`src/rtl/fpx_pkg.sv`:
```
`timescale 1ns/1ps
package fpx_pkg;
  localparam int unsigned WORD_W = 16;
  localparam int unsigned NFLAG  = 6;
  localparam logic [WORD_W-1:0] CW_DEFAULT = 16'h037F;

  typedef enum logic [1:0] {
    OP_ADD = 2'd0,
    OP_SUB = 2'd1,
    OP_MUL = 2'd2,
    OP_DIV = 2'd3
  } fop_e;

  typedef enum logic [2:0] {
    RC_NONE    = 3'd0,
    RC_NAN_POS = 3'd1,
    RC_NAN_NEG = 3'd2,
    RC_INF_POS = 3'd3,
    RC_INF_NEG = 3'd4
  } rcode_e;

  typedef struct packed {
    logic neg;
    logic zero;
    logic inf;
    logic nan;
  } oclass_t;

  localparam int unsigned F_IE = 0;
  localparam int unsigned F_ZE = 2;
endpackage

```
`src/rtl/fpx_screen.sv`:
```
`timescale 1ns/1ps
module fpx_screen
  import fpx_pkg::*;
(
  input  logic             valid_i,
  input  fop_e             op_i,
  input  oclass_t          a_i,
  input  oclass_t          b_i,
  output rcode_e           code_o,
  output logic [NFLAG-1:0] raise_o
);
  logic b_neg_eff;

  function automatic rcode_e nan_of(input logic s);
    return s ? RC_NAN_NEG : RC_NAN_POS;
  endfunction

  function automatic rcode_e inf_of(input logic s);
    return s ? RC_INF_NEG : RC_INF_POS;
  endfunction

  always_comb begin
    code_o    = RC_NONE;
    raise_o   = '0;
    b_neg_eff = b_i.neg ^ (op_i == OP_SUB);
    if (valid_i) begin
      if (a_i.nan || b_i.nan) begin
        code_o = RC_NAN_POS;
      end else begin
        unique case (op_i)
          OP_ADD, OP_SUB: begin
            if (a_i.inf && b_i.inf) begin
              if (a_i.neg == b_neg_eff) begin
                code_o = inf_of(a_i.neg);
              end else begin
                code_o        = nan_of(a_i.neg);
                raise_o[F_IE] = 1'b1;
              end
            end else if (a_i.inf) begin
              code_o = inf_of(a_i.neg);
            end else if (b_i.inf) begin
              code_o = inf_of(b_neg_eff);
            end
          end
          OP_MUL: begin
            if ((a_i.inf && b_i.zero) || (b_i.inf && a_i.zero)) begin
              code_o        = RC_NAN_NEG;
              raise_o[F_IE] = 1'b1;
            end
          end
          OP_DIV: begin
            if (b_i.zero) begin
              if (a_i.zero) begin
                code_o        = nan_of(a_i.neg);
                raise_o[F_IE] = 1'b1;
              end else begin
                code_o        = inf_of(a_i.neg);
                raise_o[F_ZE] = 1'b1;
              end
            end
          end
          default: code_o = RC_NONE;
        endcase
      end
    end
  end
endmodule

```
`src/rtl/fpx_state.sv`:
```
`timescale 1ns/1ps
module fpx_state
  import fpx_pkg::*;
(
  input  logic              clk,
  input  logic              rst_n,
  input  logic              clr_i,
  input  logic              init_i,
  input  logic              cw_wr_i,
  input  logic [WORD_W-1:0] cw_wdata_i,
  input  logic [NFLAG-1:0]  raise_i,
  input  logic              sf_i,
  output logic [WORD_W-1:0] cw_o,
  output logic [NFLAG-1:0]  flags_o,
  output logic              sf_o,
  output logic              es_o
);
  logic [WORD_W-1:0] cw_q, cw_n;
  logic [NFLAG-1:0]  flags_q, flags_n;
  logic              sf_q, sf_n, es_q, es_n;
  logic              upd_en;

  always_comb begin
    cw_n    = cw_q;
    flags_n = flags_q;
    sf_n    = sf_q;
    if (init_i) begin
      cw_n    = CW_DEFAULT;
      flags_n = '0;
      sf_n    = 1'b0;
    end else begin
      if (cw_wr_i) cw_n = cw_wdata_i;
      if (clr_i) begin
        flags_n = '0;
        sf_n    = 1'b0;
      end
    end
    flags_n = flags_n | raise_i;
    sf_n    = sf_n | sf_i;
    es_n    = (|(flags_n & ~cw_n[NFLAG-1:0])) | (sf_n & ~cw_n[F_IE]);
    upd_en  = init_i | clr_i | cw_wr_i | (|raise_i) | sf_i;
  end

  always_ff @(posedge clk or negedge rst_n) begin
    if (!rst_n) begin
      cw_q    <= CW_DEFAULT;
      flags_q <= '0;
      sf_q    <= 1'b0;
      es_q    <= 1'b0;
    end else if (upd_en) begin
      cw_q    <= cw_n;
      flags_q <= flags_n;
      sf_q    <= sf_n;
      es_q    <= es_n;
    end
  end

  assign cw_o    = cw_q;
  assign flags_o = flags_q;
  assign sf_o    = sf_q;
  assign es_o    = es_q;

  // a flag never drops without a clear or initialise
  p_sticky_r8: assert property (@(posedge clk) disable iff (!rst_n)
    (!$past(clr_i) && !$past(init_i)) |->
      ((flags_q & $past(flags_q)) == $past(flags_q)) && ($past(sf_q) ? sf_q : 1'b1));

  // a clear with nothing new raised leaves no flag behind
  p_clear_r9: assert property (@(posedge clk) disable iff (!rst_n)
    ($past(clr_i) && ($past(raise_i) == '0) && !$past(sf_i)) |->
      (flags_q == '0) && !sf_q && !es_q);

  // initialise restores the default control word
  p_init_cw_r10: assert property (@(posedge clk) disable iff (!rst_n)
    $past(init_i) |-> (cw_q == CW_DEFAULT));
endmodule

```
`src/rtl/fpx_wait.sv`:
```
`timescale 1ns/1ps
module fpx_wait
  import fpx_pkg::*;
(
  input  logic             req_i,
  input  logic [NFLAG-1:0] flags_i,
  input  logic [NFLAG-1:0] masks_i,
  input  logic             sf_i,
  output logic             fault_o
);
  logic [NFLAG-1:0] pend;

  for (genvar gi = 0; gi < NFLAG; gi++) begin : g_pend
    assign pend[gi] = flags_i[gi] & ~masks_i[gi];
  end

  assign fault_o = req_i & ((|pend) | (sf_i & ~masks_i[F_IE]));
endmodule

```
`src/rtl/fp_excp_ctrl.sv`:
```
`timescale 1ns/1ps
module fp_excp_ctrl
  import fpx_pkg::*;
(
  input  logic        clk,
  input  logic        rst_n,
  input  logic        op_valid,
  input  logic [1:0]  op_sel,
  input  logic [3:0]  a_class,
  input  logic [3:0]  b_class,
  input  logic        cmd_clear,
  input  logic        cmd_init,
  input  logic        wait_req,
  input  logic        cw_wr,
  input  logic [15:0] cw_wdata,
  input  logic [5:0]  dp_flags,
  input  logic        dp_stack_fault,
  output logic        byp_sel,
  output logic [2:0]  byp_code,
  output logic [15:0] status_word,
  output logic [15:0] ctrl_word,
  output logic [1:0]  rnd_mode,
  output logic        fault
);
  rcode_e           scr_code;
  logic [NFLAG-1:0] scr_raise;
  logic [NFLAG-1:0] flags;
  logic             sf, es;
  logic [WORD_W-1:0] cw;

  fpx_screen u_screen (
    .valid_i (op_valid),
    .op_i    (fop_e'(op_sel)),
    .a_i     (oclass_t'(a_class)),
    .b_i     (oclass_t'(b_class)),
    .code_o  (scr_code),
    .raise_o (scr_raise)
  );

  fpx_state u_state (
    .clk        (clk),
    .rst_n      (rst_n),
    .clr_i      (cmd_clear),
    .init_i     (cmd_init),
    .cw_wr_i    (cw_wr),
    .cw_wdata_i (cw_wdata),
    .raise_i    (scr_raise | dp_flags),
    .sf_i       (dp_stack_fault),
    .cw_o       (cw),
    .flags_o    (flags),
    .sf_o       (sf),
    .es_o       (es)
  );

  fpx_wait u_wait (
    .req_i   (wait_req),
    .flags_i (flags),
    .masks_i (cw[NFLAG-1:0]),
    .sf_i    (sf),
    .fault_o (fault)
  );

  assign byp_code    = scr_code;
  assign byp_sel     = (scr_code != RC_NONE);
  assign status_word = {es, 7'd0, es, sf, flags};
  assign ctrl_word   = cw;
  assign rnd_mode    = cw[11:10];

  // any NaN operand yields the positive NaN code
  p_nan_quiet_r2: assert property (@(posedge clk) disable iff (!rst_n)
    (op_valid && (a_class[0] || b_class[0])) |-> (byp_code == 3'd1));

  // non-zero over zero leaves divide-by-zero pending next cycle
  p_div_zero_r6: assert property (@(posedge clk) disable iff (!rst_n)
    (op_valid && op_sel == 2'd3 && b_class[2] && !a_class[2] &&
     !a_class[0] && !b_class[0]) |=> status_word[2]);

  // with every mask set the wait check stays quiet
  p_masked_quiet_r12: assert property (@(posedge clk) disable iff (!rst_n)
    (wait_req && ctrl_word[5:0] == 6'h3F) |-> !fault);
endmodule

```
`config.mk`:
```
export PLATFORM = sky130hd
export DESIGN_NAME = fp_excp_ctrl
export DESIGN_NICKNAME = d
export VERILOG_FILES = /design/src/rtl/fpx_pkg.sv /design/src/rtl/fpx_screen.sv /design/src/rtl/fpx_state.sv /design/src/rtl/fpx_wait.sv /design/src/rtl/fp_excp_ctrl.sv
export SDC_FILE = /design/constraint.sdc
export NUM_CORES = 1
export LEC_CHECK = 0
export ABC_AREA = 1
export BUFFER_PORTS_ARGS = -buffer_cell sky130_fd_sc_hd__buf_2
export CAP_MARGIN = 20
export CORE_MARGIN = 2
export CORE_UTILIZATION = 30
export CTS_CLUSTER_DIAMETER = 50
export DETAILED_ROUTE_END_ITERATION = 16
export GPL_TIMING_DRIVEN = 0
export PLACE_DENSITY = 0.63
export SLEW_MARGIN = 0
export SYNTH_ARGS = -nofsm -noshare
export SYNTH_HDL_FRONTEND = slang
export SYNTH_SLANG_ARGS = --single-unit
export TNS_END_PERCENT = 50
```
`constraint.sdc`:
```
create_clock -name clk -period 1.04 [get_ports clk]
set_input_delay 0.052 -clock clk [delete_from_list [all_inputs] [get_ports clk]]
set_output_delay 0.052 -clock clk [all_outputs]
set_load 0.01 [all_outputs]
```
## Yosys cells after proc, flatten, opt, wreduce, memory -nomap -nowiden

Cells that the tools add are included.

- Latch bits: 0
- ROM bits: 0
- Bits in registers: 24
- Memory bits (writable): 0
- Output and inout port bits: 39
- Input port bits: 40
- Memories: 0

- Div/mod/pow operators: 0
- Eq/ne operators: 4
- Magnitude comparators: 0
- Bitwise gates (word level): 28
- Multiplexer cells: 32
- Multipliers: 0
- $add $sub $neg: 0
- Shift-type cells: 0
- Reductions and logical operators: 13

Operator list:

| cell | number |
|---|---|
| $mux 16 | 2 |
| $mux 3 | 10 |
| $reduce_or 6->1 | 3 |
| $mux 1 | 14 |
| $mux 6 | 2 |
| $and 1x1->1 | 9 |
| $pmux 3 s3 | 1 |
| $not 1->1 | 7 |
| $or 1x1->1 | 7 |
| $and 6x6->6 | 1 |
| $not 6->6 | 1 |
| $or 3x6->6 | 1 |
| $or 6x6->6 | 1 |
| $eq 2x2->1 const B | 2 |
| $mux 2 | 2 |
| $logic_and 1x1->1 | 3 |
| $pmux 1 s3 | 1 |
| $reduce_bool 3->1 | 1 |
| $eq 2x1->1 const B | 1 |
| $logic_not 2->1 | 1 |
| $logic_or 1x1->1 | 2 |
| $reduce_and 2->1 | 1 |
| $reduce_bool 2->1 | 1 |
| $reduce_or 2->1 | 1 |
| 2 further kinds | 2 |

## Logic depth before layout (Yosys ltp)

Gate-level depths: netlist of run 1.

- Depth in word-level cells: 13
- Mapped depth: 12
- Mapped depth without buffers: 12

## Hierarchy

Synthesis of run 1 repeated with hierarchy kept, for this count alone.

- Cells, all modules: 216
- Area, all modules: 1579.0 um^2

By module, submodules not included:

| module | times used | cells an instance | area each (um^2) |
|---|---|---|---|
| fpx_state | 1 | 116 | 1069.8 |
| fpx_screen | 1 | 60 | 294.0 |
| fp_excp_ctrl | 1 | 22 | 142.6 |
| fpx_wait | 1 | 18 | 72.6 |

## Worst setup path before layout of run 1

No wires, ideal clock.

- Path type: in2reg
- From: input port op_sel[1]
- To: register u_state.es_q (netlist: u_state.es_o)
- Buffers on the path: 0
- Setup time: 124 ps
- Required time: 916 ps
- Arrival time: 1151 ps
- Stages: 11
- Setup slack: -235 ps
- Cell sequence: inv_1 > nand3_1 > nand2_1 > inv_1 > ha_1 > nand3_1 > a21oi_1 > a21oi_1 > nand2_1 > nand2_1 > nand3_1

- Longest elaborated chain between the ends: 13
- Elaborated cells on any way between the ends: 23

RTL lines:

| element | line | RTL |
|---|---|---|
| from (decl) | fp_excp_ctrl.sv:8 | `input logic [1:0] op_sel,` |
| $eq 2x1->1 | fpx_screen.sv:25, fpx_screen.sv:30 |  |
| $xor 1x1->1 | fpx_screen.sv:25 | `b_neg_eff = b_i.neg ^ (op_i == OP_SUB);` |
| $eq 1x1->1 | fpx_screen.sv:33 | `if (a_i.neg == b_neg_eff) begin` |
| $mux 1 | fpx_screen.sv:33 |  |
| $mux 1 | fpx_screen.sv:32 | `if (a_i.inf && b_i.inf) begin` |
| $pmux 1 s3 | fpx_screen.sv:30 | `unique case (op_i)` |
| $mux 1 | fpx_screen.sv:27 | `if (a_i.nan \|\| b_i.nan) begin` |
| $mux 1 | fpx_screen.sv:26 | `if (valid_i) begin` |
| $or 3x6->6 * | fp_excp_ctrl.sv:47 | `.raise_i (scr_raise \| dp_flags),` |
| $or 6x6->6 | fpx_state.sv:38 | `flags_n = flags_n \| raise_i;` |
| $and 6x6->6 | fpx_state.sv:40 | `es_n = (\|(flags_n & ~cw_n[NFLAG-1:0])) \| (sf_n & ~cw_n[F_IE]);` |
| $reduce_or 6->1 | fpx_state.sv:40 |  |
| $or 1x1->1 | fpx_state.sv:40 |  |
| to (signal assigned) | fpx_state.sv:54 | `es_q <= es_n;` |
| to (decl) | fpx_state.sv:20 | `logic sf_q, sf_n, es_q, es_n;` |

Every way passes the cells marked *; elsewhere a longest branch is shown, timed or not.
A chain may end at the register's enable or synchronous reset.

## Worst setup path in the final report of run 1

- From: register u_state.cw_q[3] (netlist: u_state.cw_o[3])
- To: output port fault

- Longest elaborated chain between the ends: 5

RTL lines:

| element | line | RTL |
|---|---|---|
| from (decl) | fpx_state.sv:18 | `logic [WORD_W-1:0] cw_q, cw_n;` |
| from (signal assigned) | fpx_state.sv:51 | `cw_q <= cw_n;` |
| $not 1->1 | fpx_wait.sv:14 | `assign pend[gi] = flags_i[gi] & ~masks_i[gi];` |
| $and 1x1->1 | fpx_wait.sv:14 |  |
| $reduce_or 6->1 | fpx_wait.sv:17 | `assign fault_o = req_i & ((\|pend) \| (sf_i & ~masks_i[F_IE]));` |
| $or 1x1->1 | fpx_wait.sv:17 |  |
| $and 1x1->1 | fpx_wait.sv:17 |  |
| to (decl) | fp_excp_ctrl.sv:23 | `output logic fault` |

No other way between the ends.

==> metrics.txt, run 1 <==
# TYPE chip_impl_metric gauge
chip_impl_metric{name="max_slew.worst_pin.slew",unit="ns"} 0.549
chip_impl_metric{name="finalNetCount",unit=""} 325
chip_impl_metric{name="gr_util_all_layers",unit="%"} 14.4
chip_impl_metric{name="wl_per_cell",unit="µm"} 11.5
chip_impl_info{name="synth_area_leader_cell",value="dfrtp_1"} 1
chip_impl_metric{name="grt_use_met1",unit="%"} 19.4
chip_impl_metric{name="groute.layer.met3.usage",unit="%"} 3.31
chip_impl_metric{name="synth_seq_area_share",unit="%"} 42.8
chip_impl_metric{name="detailroute.via_count",unit=""} 1508
chip_impl_metric{name="worstSkewPairLatency",unit="ns"} 0.27
chip_impl_info{name="cts_tree",value="built"} 1
chip_impl_metric{name="route.detailed.drc",unit=""} 0
chip_impl_metric{name="fmax",unit="GHz"} 0.717
chip_impl_metric{name="numCtsBuffers",unit=""} 3
chip_impl_metric{name="clockBufferDepth",unit=""} 2
chip_impl_metric{name="syn2layout_area_growth",unit="%"} 50.5
chip_impl_metric{name="fillCellCount",unit=""} 487
chip_impl_metric{name="power.density_cell_area",unit="nW/µm²"} 1080
chip_impl_metric{name="wl",unit="mm"} 3.85
chip_impl_metric{name="setup-violations-final",unit=""} 7
chip_impl_metric{name="worst_slew_margin_rel",unit="%"} 63.3
chip_impl_metric{name="post-synth-top-area-fraction",unit="%"} 26.3
chip_impl_metric{name="power.switching",unit="µW"} 674
chip_impl_metric{name="chipHeight",unit="µm"} 73.0
chip_impl_info{name="synth_top_family_by_area",value="simple AND/OR/NAND/NOR gates"} 1
chip_impl_metric{name="grt_start_max_net_pins",unit=""} 25
chip_impl_metric{name="clock_sink_count",unit=""} 24
chip_impl_metric{name="inst_count_dp",unit=""} 320
chip_impl_metric{name="power.share.switching",unit="%"} 28.9
chip_impl_metric{name="antenna_violating_nets_post_route",unit=""} 0
chip_impl_metric{name="worstPathArrival",unit="ns"} 1.34
chip_impl_metric{name="detailedPlacementHpwl",unit="mm"} 2.95
chip_impl_metric{name="clk_pin_slew_worst_paths",unit="ns"} 0.09
chip_impl_metric{name="dr.first_iter.drc_count",unit=""} 76
chip_impl_metric{name="vias_per_cell",unit=""} 4.49
chip_impl_metric{name="ys.warnings.count",unit=""} 0
chip_impl_metric{name="power_leakage",unit="µW"} 0.00122
chip_impl_metric{name="post_route_cells_drive_above_1_share",unit="%"} 44.3
chip_impl_metric{name="worst-path-buf-inv",unit=""} 2
chip_impl_info{name="end_kind",value="output pin"} 1
chip_impl_metric{name="number_of_antenna_violations_at_the_first_check_in_global_routing",unit=""} 0
chip_impl_metric{name="fin_skew",unit="ns"} 0.00167
chip_impl_metric{name="area_taken_by_flip_flops_and_latches",unit="µm²"} 612
chip_impl_info{name="grt_busiest_layer",value="met2"} 1
chip_impl_metric{name="syn_inst",unit=""} 190
chip_impl_metric{name="first_pass_grt_wire_length",unit="mm"} 6.00
chip_impl_metric{name="asyncSetResetFlopFracSynth",unit="%"} 100
chip_impl_metric{name="drv.max_cap_violation_count",unit=""} 0
chip_impl_metric{name="timing_max_transition_violations_final",unit=""} 0
chip_impl_metric{name="place.gp.congestion",unit=""} 0.857
chip_impl_metric{name="initial_core_util",unit="%"} 30.7
chip_impl_metric{name="core",unit="µm²"} 4660
chip_impl_info{name="yosysMostFrequentCell",value="nand2_1"} 1
chip_impl_metric{name="synth_seq_cells",unit=""} 24
chip_impl_info{name="rsz0062_at_grt",value="yes"} 1
chip_impl_metric{name="post-route-util",unit="%"} 46.1
chip_impl_info{name="timing.critical_path.from_type",value="flop"} 1
chip_impl_metric{name="cp.required",unit="ns"} 0.99
chip_impl_metric{name="finalWorstPathRequiredPeriod",unit="ns"} 1.39
chip_impl_metric{name="finalWorstSetupSlack",unit="ns"} -0.355
chip_impl_metric{name="final_cells",unit=""} 336
chip_impl_metric{name="drtPass1Iterations",unit=""} 4
chip_impl_metric{name="cell_internal_power",unit="µW"} 1660
chip_impl_metric{name="final.setup.tns",unit="ns"} -1.31
chip_impl_metric{name="synth-edff-count",unit=""} 0
chip_impl_metric{name="io_pins",unit=""} 79
chip_impl_metric{name="post_synth_fa_ha_maj_area_fraction",unit="%"} 1.75
chip_impl_metric{name="synth_simple_gate_area_share",unit="%"} 26.7
chip_impl_metric{name="die_x",unit="µm"} 73.0
chip_impl_metric{name="critical_path_maximum_fanout",unit=""} 2
chip_impl_info{name="status",value="finished with violations"} 1
chip_impl_metric{name="grt_overflow_total",unit=""} 0
chip_impl_metric{name="postSynthAreaPerCell",unit="µm²"} 7.52
chip_impl_metric{name="layout_worst_path_cycle_share",unit="%"} 134
chip_impl_info{name="cell_with_the_biggest_individual_delay_on_the_critical_path",value="dfstp_2"} 1
chip_impl_metric{name="hold_viol_final",unit=""} 0
chip_impl_metric{name="synth_compound_area_share",unit="%"} 11.3
chip_impl_metric{name="synthDistinctLibCells",unit=""} 26
chip_impl_metric{name="power_frac_seq",unit="%"} 45.0
chip_impl_metric{name="multiInputGateArea",unit="µm²"} 681
chip_impl_metric{name="die-area",unit="µm²"} 5330
chip_impl_info{name="postSynth.topFlopCell",value="dfrtp_1"} 1
chip_impl_info{name="clock-root-buffer",value="clkbuf_8"} 1
chip_impl_metric{name="insertedDiodeCount",unit=""} 0
chip_impl_metric{name="htreeDepth",unit=""} 1
chip_impl_metric{name="slowest_stage_delay_cp",unit="ns"} 0.54
chip_impl_info{name="crit_path_cell_trace",value="inv_2, nand2_1, o21ai_1, a21oi_2, a41oi_2, buf_2"} 1
chip_impl_info{name="synth_area_leaders",value="dfrtp_1 (26%), dfstp_2 (17%), nand2_1 (15%)"} 1
chip_impl_info{name="failed_checks",value="setup timing"} 1
chip_impl_metric{name="num_rows",unit=""} 25
chip_impl_metric{name="placement.io_buffers",unit=""} 70
chip_impl_metric{name="globalRouteMet2Util",unit="%"} 22.3
chip_impl_info{name="hold_crit_path_type",value="primary input to flop"} 1
chip_impl_metric{name="synth-xor-area-share",unit="%"} 0.613
chip_impl_metric{name="pwr-share-comb",unit="%"} 27.5
chip_impl_info{name="timing_worst_setup_path_type",value="flop to output pin"} 1
chip_impl_metric{name="peak_ir_drop_on_the_vdd_network",unit="µV"} 468
chip_impl_metric{name="first_global_vias",unit=""} 1374
chip_impl_metric{name="clockPowerShare",unit="%"} 27.5
chip_impl_metric{name="synth.mux.area_fraction",unit="%"} 0
chip_impl_info{name="ys_top_cells_by_count",value="nand2_1 (57), inv_1 (34), nand3_1 (19)"} 1
chip_impl_info{name="worst_path_dominant_cell_family",value="flip-flops"} 1
chip_impl_metric{name="mappedNetlistArea",unit="µm²"} 1430
[registers in the layout (all words and copies together) (netlist names)]
signal           flops
u_state.cw_o        16
u_state.sf_o         1
u_state.flags_o      6
u_state.es_o         1
[placed cells by master, fill, tap and decap left out, drive strengths merged]
| cell | synthesis | layout |
|---|---|---|
| a21oi | 4 | 4 |
| a22o | 7 | 7 |
| a31oi | 1 | 1 |
| a41oi | 1 | 1 |
| buf | 13 | 90 |
| clkbuf | 1 | 5 |
| conb | 1 | 7 |
| dfrtp | 15 | 15 |
| dfstp | 9 | 9 |
| dlygate4sd3 | 0 | 5 |
| ha | 2 | 2 |
| inv | 35 | 35 |
| nand2 | 58 | 58 |
| nand3 | 19 | 19 |
| nand3b | 1 | 1 |
| nor2 | 9 | 9 |
| nor3 | 3 | 3 |
| o21ai | 5 | 5 |
| o21bai | 1 | 1 |
| o22a | 3 | 3 |
| o22ai | 1 | 1 |
| xnor2 | 1 | 1 |
[metal layers]
layer / part of all wire, % / up-vias
li1: - / 764
met1: 46 / 684
met2: 46 / 55
met3: 6.9 / 5
met4: 1.3 / 0
met5: 0 / -
[power by group through the flow]
stage                     sequential (µW)  combinational, µW  clock, µW
after floorplan                      1090                285          0
after global placement               1060                546          0
after detailed placement             1060                552          0
after CTS                            1050                610        655
after global routing                 1060                712        699
final                                1050                642        641
[metrics by stage]
step / instance area [µm²] / setup WS (ns) / hold slack (ns) / total power [µW]
2_1_floorplan: 1470 / -0.119 / -0.244 / 1370
3_3_place_gp: 1890 / -0.387 / 0.0654 / 1610
3_5_place_dp: 1890 / -0.410 / 0.0668 / 1620
4_1_cts: 2070 / -0.420 / 0.000607 / 2310
5_1_grt: 2150 / -0.433 / 0.00667 / 2470
6_report: 2150 / -0.355 / 0.000361 / 2330
[worst paths after layout]
path	startpoint	to	slack, ns	cells past startpoint
setup / recovery	u_state.cw_o[3]	fault	-0.35	6
hold / removal	cw_wdata[11]	u_state.cw_o[11]	0.0004	2
setup reg to reg	u_state.cw_o[1]	u_state.es_o	-0.26	9
hold reg to reg	u_state.cw_o[13]	u_state.cw_o[13]	0.51	1
max in group asynchronous	rst_n	u_state.cw_o[1]	0.37	2
min in group asynchronous	rst_n	u_state.cw_o[10]	0.30	2
[repair_timing]
| action | in CTS | in global routing |
|---|---|---|
| setup endpoints to repair | 6 | 10 |
| gates cloned | 0 | 0 |
| buffers inserted | 4 | 3 |
| resized for setup | 16 | 14 |
| pin swaps | 8 | 21 |
| hold buffers | 5 | 0 |
| endpoints found under the hold margin | 19 | 0 |
[cells by family (layout without fill, tap and decap cells)]
group,count (synthesis),count (layout)
AND/OR/NAND/NOR,90,90
buffers and inverters,49,135
flip-flops,24,24
AO/OA/AOI/OAI,23,23
adder cells (fa/ha/maj),2,2
other,1,7
XOR/XNOR,1,1
[layout make-up]
type | instances | share of cell area [%]
Buffer | 14 | 4.89
Clock buffer | 4 | 2.56
Inverter | 35 | 6.46
Multi-Input combinational cell | 123 | 31.6
Sequential cell | 24 | 28.4
Tap cell | 54 | 3.14
Timing Repair Buffer | 82 | 22.9
(Power assumes the default switching activity.)
==> inputs of run 2 (changes only) <==
--- a/config.mk
+++ b/config.mk
@@ -5,9 +5,9 @@
 export SDC_FILE = /design/constraint.sdc
 export NUM_CORES = 1
 export LEC_CHECK = 0
-export ABC_AREA = 1
 export BUFFER_PORTS_ARGS = -buffer_cell sky130_fd_sc_hd__buf_2
 export CAP_MARGIN = 20
+export CORE_ASPECT_RATIO = 1.5
 export CORE_MARGIN = 2
 export CORE_UTILIZATION = 30
 export CTS_CLUSTER_DIAMETER = 50
==> metrics.txt, run 2 <==
# TYPE chip_impl_metric gauge
chip_impl_info{name="status",value="finished with violations"} 1
chip_impl_metric{name="first_global_vias",unit=""} 1307
chip_impl_metric{name="hold_viol_final",unit=""} 0
chip_impl_metric{name="holdPathStages",unit=""} 2
chip_impl_metric{name="io_pins",unit=""} 79
chip_impl_metric{name="route.detailed.drc",unit=""} 0
chip_impl_info{name="critical_path.reg2reg.endpoint",value="u_state.es_o"} 1
chip_impl_metric{name="wl_per_cell",unit="µm"} 13.3
chip_impl_metric{name="insertedDiodeCount",unit=""} 0
chip_impl_metric{name="total_power",unit="µW"} 2270
chip_impl_info{name="crit_path_end",value="byp_sel"} 1
chip_impl_metric{name="post-route-util",unit="%"} 45.8
chip_impl_metric{name="syn_inst",unit=""} 142
chip_impl_metric{name="synthDistinctLibCells",unit=""} 39
chip_impl_metric{name="setup-violations-final",unit=""} 6
chip_impl_metric{name="layout_worst_path_cycle_share",unit="%"} 163
chip_impl_metric{name="num_rows",unit=""} 30
chip_impl_metric{name="power_leakage",unit="µW"} 0.00107
chip_impl_metric{name="gr_util_all_layers",unit="%"} 13.8
chip_impl_metric{name="finalWorstSetupSlack",unit="ns"} -0.657
chip_impl_info{name="yosysMostFrequentCell",value="dfrtp_1"} 1
chip_impl_metric{name="finalNetCount",unit=""} 270
chip_impl_metric{name="htreeDepth",unit=""} 1
chip_impl_metric{name="grt_start_max_net_pins",unit=""} 25
chip_impl_metric{name="synth_seq_cells",unit=""} 24
chip_impl_metric{name="worst_slew_margin_rel",unit="%"} 63.5
chip_impl_metric{name="clk_pin_slew_worst_paths",unit="ns"} 0.08
chip_impl_metric{name="critical_path_maximum_fanout",unit=""} 3
chip_impl_metric{name="clockBufferDepth",unit=""} 2
chip_impl_info{name="synth_area_leaders",value="dfrtp_1 (27%), dfstp_2 (17%), buf_4 (7.0%)"} 1
chip_impl_metric{name="initial_core_util",unit="%"} 31.1
chip_impl_metric{name="detailroute.via_count",unit=""} 1329
chip_impl_info{name="end_kind",value="output pin"} 1
chip_impl_metric{name="number_of_antenna_violations_at_the_first_check_in_global_routing",unit=""} 0
chip_impl_metric{name="finalWorstPathRequiredPeriod",unit="ns"} 1.70
chip_impl_metric{name="synth-edff-count",unit=""} 0
chip_impl_info{name="timing_worst_setup_path_type",value="primary input to output pin"} 1
chip_impl_info{name="mostFrequentLayoutCells",value="buf_2 (66), buf_4 (17), dfrtp_1 (15), nor2_1 (13)"} 1
chip_impl_metric{name="postSynthAreaPerCell",unit="µm²"} 9.88
chip_impl_metric{name="post-synth-top-area-fraction",unit="%"} 26.8
chip_impl_metric{name="largest_register_ff_count",unit=""} 16
chip_impl_metric{name="power.density_cell_area",unit="nW/µm²"} 1100
chip_impl_metric{name="antenna_violating_nets_post_route",unit=""} 0
chip_impl_metric{name="ys.warnings.count",unit=""} 0
chip_impl_metric{name="dr.first_iter.drc_count",unit=""} 50
chip_impl_metric{name="clock_sink_count",unit=""} 24
chip_impl_info{name="startpoint_of_the_worst_register_to_register_path",value="u_state.cw_o[3]"} 1
chip_impl_metric{name="wl",unit="mm"} 3.65
chip_impl_info{name="failed_checks",value="setup timing"} 1
chip_impl_metric{name="die-area",unit="µm²"} 5250
chip_impl_metric{name="worstSkewPairLatency",unit="ns"} 0.26
chip_impl_metric{name="worstPathArrival",unit="ns"} 1.65
chip_impl_info{name="timing.critical_path.from_type",value="primary input"} 1
chip_impl_metric{name="post_route_cells_drive_above_1_share",unit="%"} 53.3
chip_impl_metric{name="asyncSetResetFlopFracSynth",unit="%"} 100
chip_impl_metric{name="detailedPlacementHpwl",unit="mm"} 2.90
chip_impl_info{name="critPathLaunch",value="op_sel[1]"} 1
chip_impl_info{name="hold_crit_path_type",value="primary input to flop"} 1
chip_impl_info{name="ys_top_cells_by_count",value="dfrtp_1 (15), buf_4 (13), nor2_1 (13)"} 1
chip_impl_metric{name="syn2layout_area_growth",unit="%"} 47.0
chip_impl_metric{name="core",unit="µm²"} 4500
chip_impl_metric{name="grt_overflow_total",unit=""} 0
chip_impl_info{name="cts_tree",value="built"} 1
chip_impl_metric{name="fin_skew",unit="ns"} 0.00319
chip_impl_metric{name="drtPass1Iterations",unit=""} 4
chip_impl_metric{name="numCtsBuffers",unit=""} 3
chip_impl_metric{name="die_x",unit="µm"} 59.8
chip_impl_metric{name="vias_per_cell",unit=""} 4.83
chip_impl_metric{name="final.setup.tns",unit="ns"} -2.44
chip_impl_info{name="postSynth.topFlopCell",value="dfrtp_1"} 1
chip_impl_metric{name="cp.required",unit="ns"} 0.99
chip_impl_metric{name="drv.max_cap_violation_count",unit=""} 0
chip_impl_metric{name="chipHeight",unit="µm"} 87.7
chip_impl_metric{name="first_pass_grt_wire_length",unit="mm"} 5.67
chip_impl_info{name="rsz0062_at_grt",value="yes"} 1
chip_impl_metric{name="timing_max_transition_violations_final",unit=""} 0
chip_impl_metric{name="fmax",unit="GHz"} 0.589
chip_impl_info{name="clock-root-buffer",value="clkbuf_8"} 1
chip_impl_metric{name="r2r_slack",unit="ns"} -0.52
chip_impl_metric{name="worstRegToRegCells",unit=""} 6
chip_impl_info{name="layout.cells.most_common",value="buf_2"} 1
chip_impl_metric{name="max_slew.worst_pin.slew",unit="ns"} 0.547
chip_impl_metric{name="dpl_ws",unit="ns"} -0.765
chip_impl_metric{name="placement.io_buffers",unit=""} 69
chip_impl_info{name="synth_area_leader_cell",value="dfrtp_1"} 1
chip_impl_metric{name="mappedNetlistArea",unit="µm²"} 1400
chip_impl_metric{name="peak_ir_drop_on_the_vdd_network",unit="µV"} 461
chip_impl_metric{name="place.gp.congestion",unit=""} 0.754
chip_impl_metric{name="synth_seq_area_share",unit="%"} 43.6
-- run 2: changes by cell type in the layout (fill, tap and decap cells not counted), sizes merged, moves of 7 or more --
cell   before  now
a211o       0    9
a22o        7    0
inv        35   10
mux2i       0    9
nand2      58    5
nand3      19    3
nor2b       0   10
-- run 2: layout make-up --
cell class / count / area (µm²)
buffer: 17 / 119
clock buffer: 4 / 45.0
fill: 428 / 2440
inverter: 10 / 37.5
multi-input combinational: 97 / 758
sequential: 24 / 612
tap: 48 / 60.1
timing repair buffer: 75 / 430
-- run 2: worst min-delay path by stage --
| stage | start | end |
|---|---|---|
| final | cw_wdata[6] | u_state.cw_o[6] |
| after detailed placement | rst_n | u_state.cw_o[10] |
| after global placement | rst_n | u_state.cw_o[10] |
| after global routing | cw_wdata[6] | u_state.cw_o[6] |
| after floorplan | rst_n | u_state.cw_o[10] |
| after CTS | cw_wdata[6] | u_state.cw_o[6] |
-- run 2: kinds of logic after synthesis --
kind of cell	synth area share, %
buf+inv	11.0
simple gates	17.5
fa+ha+maj	1.78
flops	43.6
xor+xnor	1.96
other cells	0.267
compound gates	17.5
mux	6.42
-- run 2: power by group --
group          switching (µW)  total (µW)  internal [µW]
sequential               43.5        1060           1010
combinational             322         661            340
clock                     278         551            273
total                     643        2270           1630
-- run 2: repair_timing --
item | in CTS | in global routing
buffers inserted | 2 | 2
endpoints found under the setup margin | 7 | 10
hold buffers | 2 | 0
cloned | 0 | 0
gates resized for setup | 9 | 12
endpoints found under the hold margin | 16 | 0
pin swaps | 8 | 8
-- run 2: critical path: stages --
cell and delay, ns:
buf_8 0.10, nand2b_4 0.15, xnor2_4 0.14, ha_4 0.16, mux2i_1 0.14, nor2_1 0.05, a31oi_1 0.14, o2bb2ai_1 0.07
and2_4 0.16, or3_4 0.36, buf_6 0.13
-- run 2: per-stage QoR --
step	instances	area, µm²	hold WS, ns
floorplan	148	1460	-0.244
global placement	265	1870	0.0585
detailed placement	265	1870	0.0660
CTS	273	1990	0.00770
global route	275	2060	0.00174
finish	275	2060	0.0138
-- run 2: per-layer routing --
metal  track usage, %  up-vias  part of all wire [%]
met5                0        -                     0
met4             2.42        0                  0.44
met3             3.55        4                   7.8
met2             26.6       61                    52
met1             14.6      607                    40
li1                 -      657                     -
==> inputs of run 3 (changes only) <==
--- a/config.mk
+++ b/config.mk
@@ -13,7 +13,7 @@
 export CTS_CLUSTER_DIAMETER = 50
 export DETAILED_ROUTE_END_ITERATION = 16
 export GPL_TIMING_DRIVEN = 0
-export PLACE_DENSITY = 0.63
+export PLACE_DENSITY = 0.61
 export SLEW_MARGIN = 0
 export SYNTH_ARGS = -nofsm -noshare
 export SYNTH_HDL_FRONTEND = slang
==> constraint.sdc (replaced) <==
create_clock -name clk -period 2.1 [get_ports clk]
set_input_delay 0.105 -clock clk [delete_from_list [all_inputs] [get_ports clk]]
set_output_delay 0.105 -clock clk [all_outputs]
set_load 0.01 [all_outputs]
==> metrics.txt, run 3 (synthesis results as in run 2) <==
# TYPE chip_impl_metric gauge
chip_impl_metric{name="wl",unit="mm"} 3.60
chip_impl_metric{name="setup-violations-final",unit=""} 0
chip_impl_metric{name="largest_register_ff_count",unit=""} 16
chip_impl_metric{name="power_frac_seq",unit="%"} 46.7
chip_impl_metric{name="hold_viol_final",unit=""} 0
chip_impl_metric{name="power.share.switching",unit="%"} 27.9
chip_impl_metric{name="pwr-share-comb",unit="%"} 25.2
chip_impl_metric{name="number_of_antenna_violations_at_the_first_check_in_global_routing",unit=""} 0
chip_impl_metric{name="syn2layout_area_growth",unit="%"} 35.5
chip_impl_metric{name="post-route-util",unit="%"} 42.2
chip_impl_metric{name="gr_util_all_layers",unit="%"} 13.7
chip_impl_metric{name="htreeDepth",unit=""} 1
chip_impl_info{name="timing_worst_setup_path_type",value="primary input to output pin"} 1
chip_impl_metric{name="power.switching",unit="µW"} 312
chip_impl_metric{name="power_leakage",unit="µW"} 0.00101
chip_impl_metric{name="fmax",unit="GHz"} 0.504
chip_impl_metric{name="route.detailed.drc",unit=""} 0
chip_impl_metric{name="die-area",unit="µm²"} 5250
chip_impl_metric{name="core",unit="µm²"} 4500
chip_impl_metric{name="timing_max_transition_violations_final",unit=""} 0
chip_impl_metric{name="cp.required",unit="ns"} 2.00
chip_impl_metric{name="first_pass_grt_wire_length",unit="mm"} 5.58
chip_impl_metric{name="power.density_cell_area",unit="nW/µm²"} 589
chip_impl_metric{name="worstPathArrival",unit="ns"} 1.88
chip_impl_metric{name="clockBufferDepth",unit=""} 2
chip_impl_info{name="clock-root-buffer",value="clkbuf_8"} 1
chip_impl_metric{name="place.gp.congestion",unit=""} 0.716
chip_impl_info{name="cts_tree",value="built"} 1
chip_impl_metric{name="wl_per_cell",unit="µm"} 13.3
chip_impl_metric{name="peak_ir_drop_on_the_vdd_network",unit="µV"} 202
chip_impl_metric{name="grt_overflow_total",unit=""} 0
chip_impl_info{name="timing.critical_path.from_type",value="primary input"} 1
chip_impl_metric{name="vias_per_cell",unit=""} 4.68
chip_impl_info{name="worst_path_dominant_cell_family",value="simple AND/OR/NAND/NOR gates"} 1
chip_impl_metric{name="post_route_cells_drive_above_1_share",unit="%"} 45.9
chip_impl_metric{name="cell_internal_power",unit="µW"} 807
chip_impl_metric{name="clk_pin_slew_worst_paths",unit="ns"} 0.09
chip_impl_metric{name="worst_slew_margin_rel",unit="%"} 64.0
chip_impl_info{name="cell_with_the_biggest_individual_delay_on_the_critical_path",value="or3_1"} 1
chip_impl_info{name="end_kind",value="output pin"} 1
chip_impl_metric{name="placement.io_buffers",unit=""} 69
chip_impl_metric{name="dr.first_iter.drc_count",unit=""} 22
chip_impl_metric{name="critical_path_maximum_fanout",unit=""} 8
chip_impl_metric{name="fin_skew",unit="ns"} 0.00225
chip_impl_metric{name="slowest_stage_delay_cp",unit="ns"} 0.36
chip_impl_info{name="crit_path_cell_trace",value="buf_2, nand2b_4, xnor2_4, ha_1, nand3_1, o21ai_1, a211oi_2, nor2_1, or3_1, buf_2"} 1
chip_impl_metric{name="numCtsBuffers",unit=""} 3
chip_impl_metric{name="initial_core_util",unit="%"} 31.1
chip_impl_metric{name="drv.max_cap_violation_count",unit=""} 0
chip_impl_metric{name="insertedDiodeCount",unit=""} 0
chip_impl_metric{name="worstSkewPairLatency",unit="ns"} 0.26
chip_impl_metric{name="die_x",unit="µm"} 59.8
chip_impl_info{name="status",value="finished clean"} 1
chip_impl_metric{name="detailroute.via_count",unit=""} 1263
chip_impl_metric{name="first_global_vias",unit=""} 1258
chip_impl_info{name="path_common_cell",value="buf_2"} 1
chip_impl_metric{name="layout_worst_path_cycle_share",unit="%"} 94.4
chip_impl_metric{name="worst-path-buf-inv",unit=""} 2
chip_impl_metric{name="final.setup.tns",unit="ns"} 0
chip_impl_metric{name="num_rows",unit=""} 30
chip_impl_metric{name="finalNetCount",unit=""} 265
chip_impl_metric{name="cts_post_setup_buffers_inserted",unit=""} 0
chip_impl_metric{name="clock_sink_count",unit=""} 24
chip_impl_info{name="mostFrequentLayoutCells",value="buf_2 (72), dfrtp_1 (15), buf_4 (13), nor2_1 (13)"} 1
chip_impl_metric{name="finalWorstPathRequiredPeriod",unit="ns"} 1.98
chip_impl_metric{name="clockPowerShare",unit="%"} 28.1
chip_impl_metric{name="max_slew.worst_pin.slew",unit="ns"} 0.540
chip_impl_metric{name="antenna_violating_nets_post_route",unit=""} 0
chip_impl_metric{name="drtPass1Iterations",unit=""} 4
chip_impl_metric{name="io_pins",unit=""} 79
chip_impl_metric{name="chipHeight",unit="µm"} 87.7
chip_impl_metric{name="detailedPlacementHpwl",unit="mm"} 2.93
chip_impl_info{name="hold_crit_path_type",value="primary input to flop"} 1
chip_impl_info{name="layout.cells.most_common",value="buf_2"} 1
chip_impl_metric{name="grt_start_max_net_pins",unit=""} 25
[run 3: worst paths after layout]
check / start / to / slack, ns / cells past startpoint
max: op_sel[1] / byp_sel / 0.12 / 10
min: cw_wdata[9] / u_state.cw_o[9] / 0.06 / 2
max reg2reg: u_state.cw_o[3] / u_state.es_o / 0.41 / 6
min reg2reg: u_state.cw_o[13] / u_state.cw_o[13] / 0.52 / 2
max in group asynchronous: rst_n / u_state.cw_o[9] / 1.38 / 2
min in group asynchronous: rst_n / u_state.cw_o[12] / 0.35 / 2
[run 3: layer usage]
layer  vias up  global-route usage [%]  part of all wire, %
li1        642                       -                    -
met1       563                    15.0                   38
met2        56                    25.3                   53
met3         2                    4.14                  8.9
met4         0                    3.03                 0.33
met5         -                       0                    0
[run 3: metrics by stage]
stage	hold slack, ns	instances	power, µW	area [µm²]	setup WS (ns)
3_3_place_gp	0.115	265	810	1830	0.0801
2_1_floorplan	-0.191	148	689	1430	0.438
3_5_place_dp	0.119	265	814	1830	0.0662
6_report	0.0565	270	1120	1900	0.118
5_1_grt	0.0469	270	1190	1900	-0.00417
4_1_cts	0.0516	270	1130	1900	0.149
[run 3: final cells by class]
| cell class | count | area (µm²) |
|---|---|---|
| sequential | 24 | 612 |
| fill | 487 | 2600 |
| clock buffer | 4 | 55.1 |
| multi-input combinational | 97 | 664 |
| buffer | 17 | 116 |
| tap | 48 | 60.1 |
| inverter | 10 | 37.5 |
| timing repair buffer | 70 | 355 |
[run 3: power groups by stage]
stage / clock (µW) / sequential, µW / combinational (µW)
floorplan: 0 / 543 / 146
detailed placement: 0 / 532 / 282
global placement: 0 / 531 / 279
finish: 314 / 523 / 282
global route: 347 / 529 / 315
CTS: 323 / 524 / 284
[run 3: repair_timing]
item,4_1_cts,5_1_grt
gates resized for setup,0,1
setup endpoints to repair,0,1
hold endpoints to repair,15,0
hold buffers,1,0
